## config.mk

```make
export PLATFORM = sky130hd
export DESIGN_NAME = opr23_unit
export DESIGN_NICKNAME = d
export VERILOG_FILES = /design/src/rtl/opr23_pkg.sv /design/src/rtl/opr23_rst_sync.sv /design/src/rtl/opr23_decode.sv /design/src/rtl/opr23_skip_eval.sv /design/src/rtl/opr23_mq_xfer.sv /design/src/rtl/opr23_pc_step.sv /design/src/rtl/opr23_unit.sv
export SDC_FILE = /design/constraint.sdc
export NUM_CORES = 1
export LEC_CHECK = 0
export CAP_MARGIN = 10
export CORE_MARGIN = 10
export CORE_UTILIZATION = 46
export CTS_CLUSTER_DIAMETER = 100
export CTS_CLUSTER_SIZE = 28
export DETAILED_ROUTE_END_ITERATION = 16
export GPL_TIMING_DRIVEN = 1
export PLACE_DENSITY_LB_ADDON = 0.12
export SETUP_SLACK_MARGIN = 0.4
export SYNTH_ARGS = -nofsm -noshare
export SYNTH_HDL_FRONTEND = slang
export SYNTH_SLANG_ARGS = --single-unit
```

## constraint.sdc

```tcl
create_clock -name clk -period 4 [get_ports clk]
set_clock_uncertainty 0.1 [all_clocks]
set_input_delay 0.8 -clock clk [delete_from_list [all_inputs] [get_ports clk]]
set_output_delay 0.8 -clock clk [all_outputs]
set_load 0.02 [all_outputs]
```

## src/rtl/opr23_pkg.sv

```systemverilog
package opr23_pkg;
  // Instruction word geometry: fixed by the 12-bit instruction format.
  localparam int WORD_W  = 12;
  localparam int OP_W    = 3;
  localparam int OP_LSB  = WORD_W - OP_W;
  localparam logic [OP_W-1:0] OP_OPERATE = 3'd7;

  // Bit positions inside the operate word.
  localparam int B_GRP   = 8;  // 1: skip/MQ groups
  localparam int B_CLR   = 7;
  localparam int B_NEG   = 6;  // sign test / MQ-to-acc
  localparam int B_ZERO  = 5;
  localparam int B_LNK   = 4;  // link test / acc-to-MQ
  localparam int B_SENSE = 3;
  localparam int B_SWR   = 2;
  localparam int B_STOP  = 1;
  localparam int B_G3    = 0;

  // Extended-arithmetic bits of the MQ group.
  localparam logic [WORD_W-1:0] EXT_MASK = 12'o0056;

  typedef struct packed {
    logic is_skip;   // skip-group instruction, legal
    logic is_mq;     // MQ-group instruction, legal
    logic bad;       // not executable here
    logic clr;
    logic t_neg;
    logic t_zero;
    logic t_link;
    logic invert;
    logic stop;
    logic mq_to_acc;
    logic acc_to_mq;
  } opr_ctl_t;
endpackage

```

## src/rtl/opr23_rst_sync.sv

```systemverilog
module opr23_rst_sync #(
  parameter int STAGES = 2
) (
  input  logic clk,
  input  logic arst_n,
  output logic rst_n_o
);
  logic [STAGES-1:0] sync_q;

  always_ff @(posedge clk or negedge arst_n) begin
    if (!arst_n) sync_q <= '0;
    else         sync_q <= {sync_q[STAGES-2:0], 1'b1};
  end

  assign rst_n_o = sync_q[STAGES-1];
endmodule

```

## src/rtl/opr23_decode.sv

```systemverilog
module opr23_decode
  import opr23_pkg::*;
(
  input  logic [WORD_W-1:0] instr,
  output opr_ctl_t          ctl
);
  logic operate;
  logic skip_grp;
  logic mq_grp;
  logic skip_bad;
  logic mq_bad;

  always_comb begin
    operate  = (instr[WORD_W-1:OP_LSB] == OP_OPERATE) && instr[B_GRP];
    skip_grp = operate && !instr[B_G3];
    mq_grp   = operate &&  instr[B_G3];
    skip_bad = skip_grp && instr[B_SWR];
    mq_bad   = mq_grp && ((instr & EXT_MASK) != '0);

    ctl           = '0;
    ctl.bad       = !operate || skip_bad || mq_bad;
    ctl.is_skip   = skip_grp && !skip_bad;
    ctl.is_mq     = mq_grp && !mq_bad;
    ctl.clr       = instr[B_CLR];
    ctl.t_neg     = instr[B_NEG];
    ctl.t_zero    = instr[B_ZERO];
    ctl.t_link    = instr[B_LNK];
    ctl.invert    = instr[B_SENSE];
    ctl.stop      = instr[B_STOP];
    ctl.mq_to_acc = instr[B_NEG];
    ctl.acc_to_mq = instr[B_LNK];
  end
endmodule

```

## src/rtl/opr23_skip_eval.sv

```systemverilog
module opr23_skip_eval #(
  parameter int WORD_W = 12
) (
  input  logic              t_neg,
  input  logic              t_zero,
  input  logic              t_link,
  input  logic              invert,
  input  logic [WORD_W-1:0] acc,
  input  logic              link,
  output logic              skip
);
  logic any_hit;

  always_comb begin
    any_hit = (t_neg  && acc[WORD_W-1]) ||
              (t_zero && (acc == '0))   ||
              (t_link && link);
    skip    = invert ? !any_hit : any_hit;
  end
endmodule

```

## src/rtl/opr23_mq_xfer.sv

```systemverilog
module opr23_mq_xfer #(
  parameter int WORD_W = 12
) (
  input  logic              clr,
  input  logic              mq_to_acc,
  input  logic              acc_to_mq,
  input  logic [WORD_W-1:0] acc,
  input  logic [WORD_W-1:0] mq,
  output logic [WORD_W-1:0] acc_n,
  output logic [WORD_W-1:0] mq_n
);
  logic [WORD_W-1:0] acc_c;

  always_comb begin
    acc_c = clr ? '0 : acc;
    acc_n = mq_to_acc ? (acc_c | mq) : acc_c;
    mq_n  = acc_to_mq ? acc_c : mq;
  end
endmodule

```

## src/rtl/opr23_pc_step.sv

```systemverilog
module opr23_pc_step #(
  parameter int OFS_W   = 12,
  parameter int FIELD_W = 3
) (
  input  logic [FIELD_W+OFS_W-1:0] pc,
  input  logic                     step,
  output logic [FIELD_W+OFS_W-1:0] pc_n
);
  logic [OFS_W-1:0] ofs_inc;

  always_comb begin
    ofs_inc = pc[OFS_W-1:0] + {{(OFS_W-1){1'b0}}, 1'b1};
    pc_n    = step ? {pc[FIELD_W+OFS_W-1:OFS_W], ofs_inc} : pc;
  end
endmodule

```

## src/rtl/opr23_unit.sv

```systemverilog
module opr23_unit
  import opr23_pkg::*;
#(
  parameter int FIELD_W  = 3,
  parameter int SYNC_LEN = 2,
  localparam int PC_W    = FIELD_W + WORD_W
) (
  input  logic              clk,
  input  logic              arst_n,
  input  logic              valid_i,
  input  logic [WORD_W-1:0] instr_i,
  input  logic [WORD_W-1:0] acc_i,
  input  logic              link_i,
  input  logic [WORD_W-1:0] mq_i,
  input  logic [PC_W-1:0]   pc_i,
  input  logic              cont_i,
  output logic              res_valid_o,
  output logic              skip_o,
  output logic [PC_W-1:0]   pc_o,
  output logic [WORD_W-1:0] acc_o,
  output logic [WORD_W-1:0] mq_o,
  output logic              illegal_o,
  output logic              halt_o
);
  logic rst_n_s;

  opr23_rst_sync #(.STAGES(SYNC_LEN)) u_rst (
    .clk(clk), .arst_n(arst_n), .rst_n_o(rst_n_s)
  );

  opr_ctl_t ctl;
  opr23_decode u_dec (.instr(instr_i), .ctl(ctl));

  logic skip_raw;
  opr23_skip_eval #(.WORD_W(WORD_W)) u_skip (
    .t_neg(ctl.t_neg), .t_zero(ctl.t_zero), .t_link(ctl.t_link),
    .invert(ctl.invert), .acc(acc_i), .link(link_i), .skip(skip_raw)
  );

  logic [WORD_W-1:0] g3_acc;
  logic [WORD_W-1:0] g3_mq;
  opr23_mq_xfer #(.WORD_W(WORD_W)) u_mq (
    .clr(ctl.clr), .mq_to_acc(ctl.mq_to_acc), .acc_to_mq(ctl.acc_to_mq),
    .acc(acc_i), .mq(mq_i), .acc_n(g3_acc), .mq_n(g3_mq)
  );

  logic            skip_d;
  logic [PC_W-1:0] pc_d;
  assign skip_d = ctl.is_skip && skip_raw;

  opr23_pc_step #(.OFS_W(WORD_W), .FIELD_W(FIELD_W)) u_pc (
    .pc(pc_i), .step(skip_d), .pc_n(pc_d)
  );

  // Next-state logic
  logic [WORD_W-1:0] acc_d;
  logic [WORD_W-1:0] mq_d;
  logic              halt_d;
  logic              halt_set;

  always_comb begin
    acc_d = acc_i;
    mq_d  = mq_i;
    if (ctl.is_skip) begin
      acc_d = ctl.clr ? '0 : acc_i;
    end else if (ctl.is_mq) begin
      acc_d = g3_acc;
      mq_d  = g3_mq;
    end
    halt_set = valid_i && ctl.is_skip && ctl.stop;
    if (halt_set)    halt_d = 1'b1;
    else if (cont_i) halt_d = 1'b0;
    else             halt_d = halt_o;
  end

  // Registers
  always_ff @(posedge clk or negedge rst_n_s) begin
    if (!rst_n_s) begin
      res_valid_o <= 1'b0;
      halt_o      <= 1'b0;
    end else begin
      res_valid_o <= valid_i;
      halt_o      <= halt_d;
    end
  end

  always_ff @(posedge clk or negedge rst_n_s) begin
    if (!rst_n_s) begin
      skip_o    <= 1'b0;
      pc_o      <= '0;
      acc_o     <= '0;
      mq_o      <= '0;
      illegal_o <= 1'b0;
    end else if (valid_i) begin
      skip_o    <= skip_d;
      pc_o      <= pc_d;
      acc_o     <= acc_d;
      mq_o      <= mq_d;
      illegal_o <= ctl.bad;
    end
  end
endmodule

```

==> results.sh <==
export IMPL_utilization_pct=69.7
export IMPL_ys_warnings_count=0
export IMPL_syn_nets=316
export IMPL_rrSetupSlack_ns=2.88
export IMPL_fillers=461
export IMPL_synthTopCellsByCount="dfrtp_1 (45), nor2_1 (45), a31oi_1 (22), nand2b_1 (14)"
export IMPL_grt_max_degree=44
export IMPL_root_buffer="clkbuf_8"
export IMPL_antenna_found_initial=0
export IMPL_fin_setup_tns_ns=0
export IMPL_clkTransAtPathRegs_ns=0.09
export IMPL_cp_start_kind="primary input"
export IMPL_globalRouteTotalUtil_pct=17.5
export IMPL_p_leak_nw=1.33
export IMPL_cts_tree="yes"
export IMPL_wl_per_cell_um=18.0
export IMPL_cts_buffers_inserted=5
export IMPL_vias=2368
export IMPL_cp_required_ns=4.11
export IMPL_hold_viol=0
export IMPL_drt_iter0_drc=101
export IMPL_r2r_start="u_rst.sync_q[1]"
export IMPL_stdcell_count=422
export IMPL_syn_cell_area_um2=2420
export IMPL_crit_fanout=9
export IMPL_slew_violations=0
export IMPL_diodes=0
export IMPL_via_per_inst=5.61
export IMPL_area_growth_pct=47.1
export IMPL_synthCells=259
export IMPL_cts_hold_fix_buffers=0
export IMPL_fin_area_um2=3560
export IMPL_clock_latency_ns=0.30
export IMPL_drive_gt1_share_pct=7.39
export IMPL_row_count=26
export IMPL_synth_edf_count=0
export IMPL_maxSlewHeadroom_pct=36.9
export IMPL_seqCellArea_um2=1130
export IMPL_peakVddDrop_uv=222
export IMPL_die_y_um=92.5
export IMPL_cts_resized=0
export IMPL_crit_end="pc_o[9]"
export IMPL_yosysUniqueCellTypes=42
export IMPL_status="completed"
export IMPL_grt_first_pass_wirelength_mm=12.2
export IMPL_critPathArrivalTime_ns=2.98
export IMPL_crit_start="instr_i[0]"
export IMPL_end_kind="flop"
export IMPL_initial_core_util_pct=47.4
export IMPL_ys_ff_latch=45
export IMPL_r2r_cells=0
export IMPL_core_area_um2=5110
export IMPL_nets=408
export IMPL_layout_setup_ws_ns=1.13
export IMPL_place_ws_ns=0.794
export IMPL_wirelength_mm=7.58
export IMPL_period_needed_ns=2.87
export IMPL_die_w_um=92.5
export IMPL_dr_pass1_iters=4
export IMPL_hp_class="flop to flop"
export IMPL_yosysTopAreaCell="dfrtp_1"
export IMPL_cts_setup_buffers=0
export IMPL_synth_top_cell_area_share_pct=46.5
export IMPL_ys_flop_type="dfrtp_1"
export IMPL_async_reset_ff_share_pct=100
export IMPL_port_buffers=98
export IMPL_r2r_end="pc_o[5]"
export IMPL_antenna_left=0
export IMPL_min_period_over_period_pct=71.7
export IMPL_grt_pass1_vias=2326
export IMPL_rsz0062_at_grt="false"
export IMPL_path_class="primary input to flop"
export IMPL_io_pins=99
export IMPL_finalSetupViolCount=0
export IMPL_post_route_drc_count=0
export IMPL_power_density_nw_per_um2=329
export IMPL_synth_area_leaders="dfrtp_1 (47%), nor2_1 (7.0%), a31oi_1 (5.7%), nand3b_1 (3.7%), nand2b_1 (3.6%)"
export IMPL_cts_path_max_buffers=2
export IMPL_avgSynthCellArea_um2=9.34
export IMPL_dp_cells=414
export IMPL_gp_congestion=0.833
export IMPL_cap_viol_max_count=0
export IMPL_synth_seq_area_share_pct=46.5
export IMPL_overflow=0
export IMPL_fmax_mhz=349
export IMPL_placed_area_um2=3440
export IMPL_h_tree_depth=2
export IMPL_fp_dieArea_um2=8560
export IMPL_tightest_slew_ns=0.947
export IMPL_clock_sinks=45
export IMPL_hpwl_mm=5.77
export IMPL_multi_input_area_um2=1200
[state kept, by name, summed over array words and instances, names as in the netlist]
register      flops
acc_o            12
halt_o            1
illegal_o         1
mq_o             12
pc_o             15
res_valid_o       1
skip_o            1
u_rst.sync_q      2
[per-stage QoR]
stage	hold slack, ns	power (mW)
after floorplan	0.231	0.653
after CTS	0.261	1.18
after global routing	0.264	1.23
after global placement	0.235	0.822
final	0.257	1.17
after detailed placement	0.242	0.828
[worst min path at each step]
stage,slack [ns],depth (start not counted),end,start
after floorplan,0.23,0,u_rst.sync_q[1],u_rst.sync_q[0]
after global placement,0.24,0,u_rst.sync_q[1],u_rst.sync_q[0]
after detailed placement,0.24,0,u_rst.sync_q[1],u_rst.sync_q[0]
after CTS,0.26,0,u_rst.sync_q[1],u_rst.sync_q[0]
after global routing,0.26,0,u_rst.sync_q[1],u_rst.sync_q[0]
final,0.26,0,u_rst.sync_q[1],u_rst.sync_q[0]
[power breakdown]
| part | switching, mW | total (mW) | internal [mW] | leakage, nW |
|---|---|---|---|---|
| combinational | 0.144 | 0.295 | 0.151 | 0.766 |
| clock | 0.169 | 0.356 | 0.187 | 0.0543 |
| sequential | 0.0289 | 0.522 | 0.493 | 0.508 |
| total | 0.341 | 1.17 | 0.831 | 1.33 |
[critical path, stage by stage]
cell	delay, ns
clkdlybuf4s50_1	0.57
nor3_1	0.54
buf_4	0.26
nand3_1	0.12
or4_1	0.48
a31oi_1	0.21
[layout make-up]
| type | count | share of cell area, % |
|---|---|---|
| multi-input cells | 192 | 33.8 |
| flip-flops and latches | 45 | 31.7 |
| repair buffers | 102 | 28.3 |
| well taps | 70 | 2.46 |
| clock buffers | 5 | 1.93 |
| clock inverters | 3 | 1.30 |
| inverters | 5 | 0.527 |
[metal layers]
metal  global-route usage [%]  share of wire, %  up-vias
met1                     21.0                42     1153
met3                     5.49               6.1        6
met4                     3.98              0.80        0
met5                        0                 0        -
met2                     29.8                51       69
li1                         -                 -     1140
[kinds of logic after synthesis]
| group | share of synthesized area (%) |
|---|---|
| adder cells (fa/ha/maj) | 0.517 |
| buffers and inverters | 3.67 |
| AND/OR/NAND/NOR | 28.6 |
| flip-flops | 46.5 |
| multiplexers | 1.86 |
| AO/OA/AOI/OAI | 17.9 |
| other | 0.155 |
| XOR/XNOR | 0.724 |
[layout by cell type (no fill, tap or decap), drive strengths merged, types with 2 or more instances in the layout]
master and count:
a22oi 5, dfrtp 45, mux2 4, inv 4, o31ai 3, a21oi 4, nand4b 3, nor3b 3
clkinv 2, nor2b 4, nand3b 12, nand3 6, a31oi 22, clkbuf 5, nor2 45, a31o 4
buf 5, or4 3, nand2 9, clkdlybuf4s50 97, o211ai 2, nand2b 14, o21ai 9, nand4 6
and4 2, nor3 2, nor4 2, nor4b 2, or3 5, a221oi 8, and3 3
(Power assumes the default switching activity.)
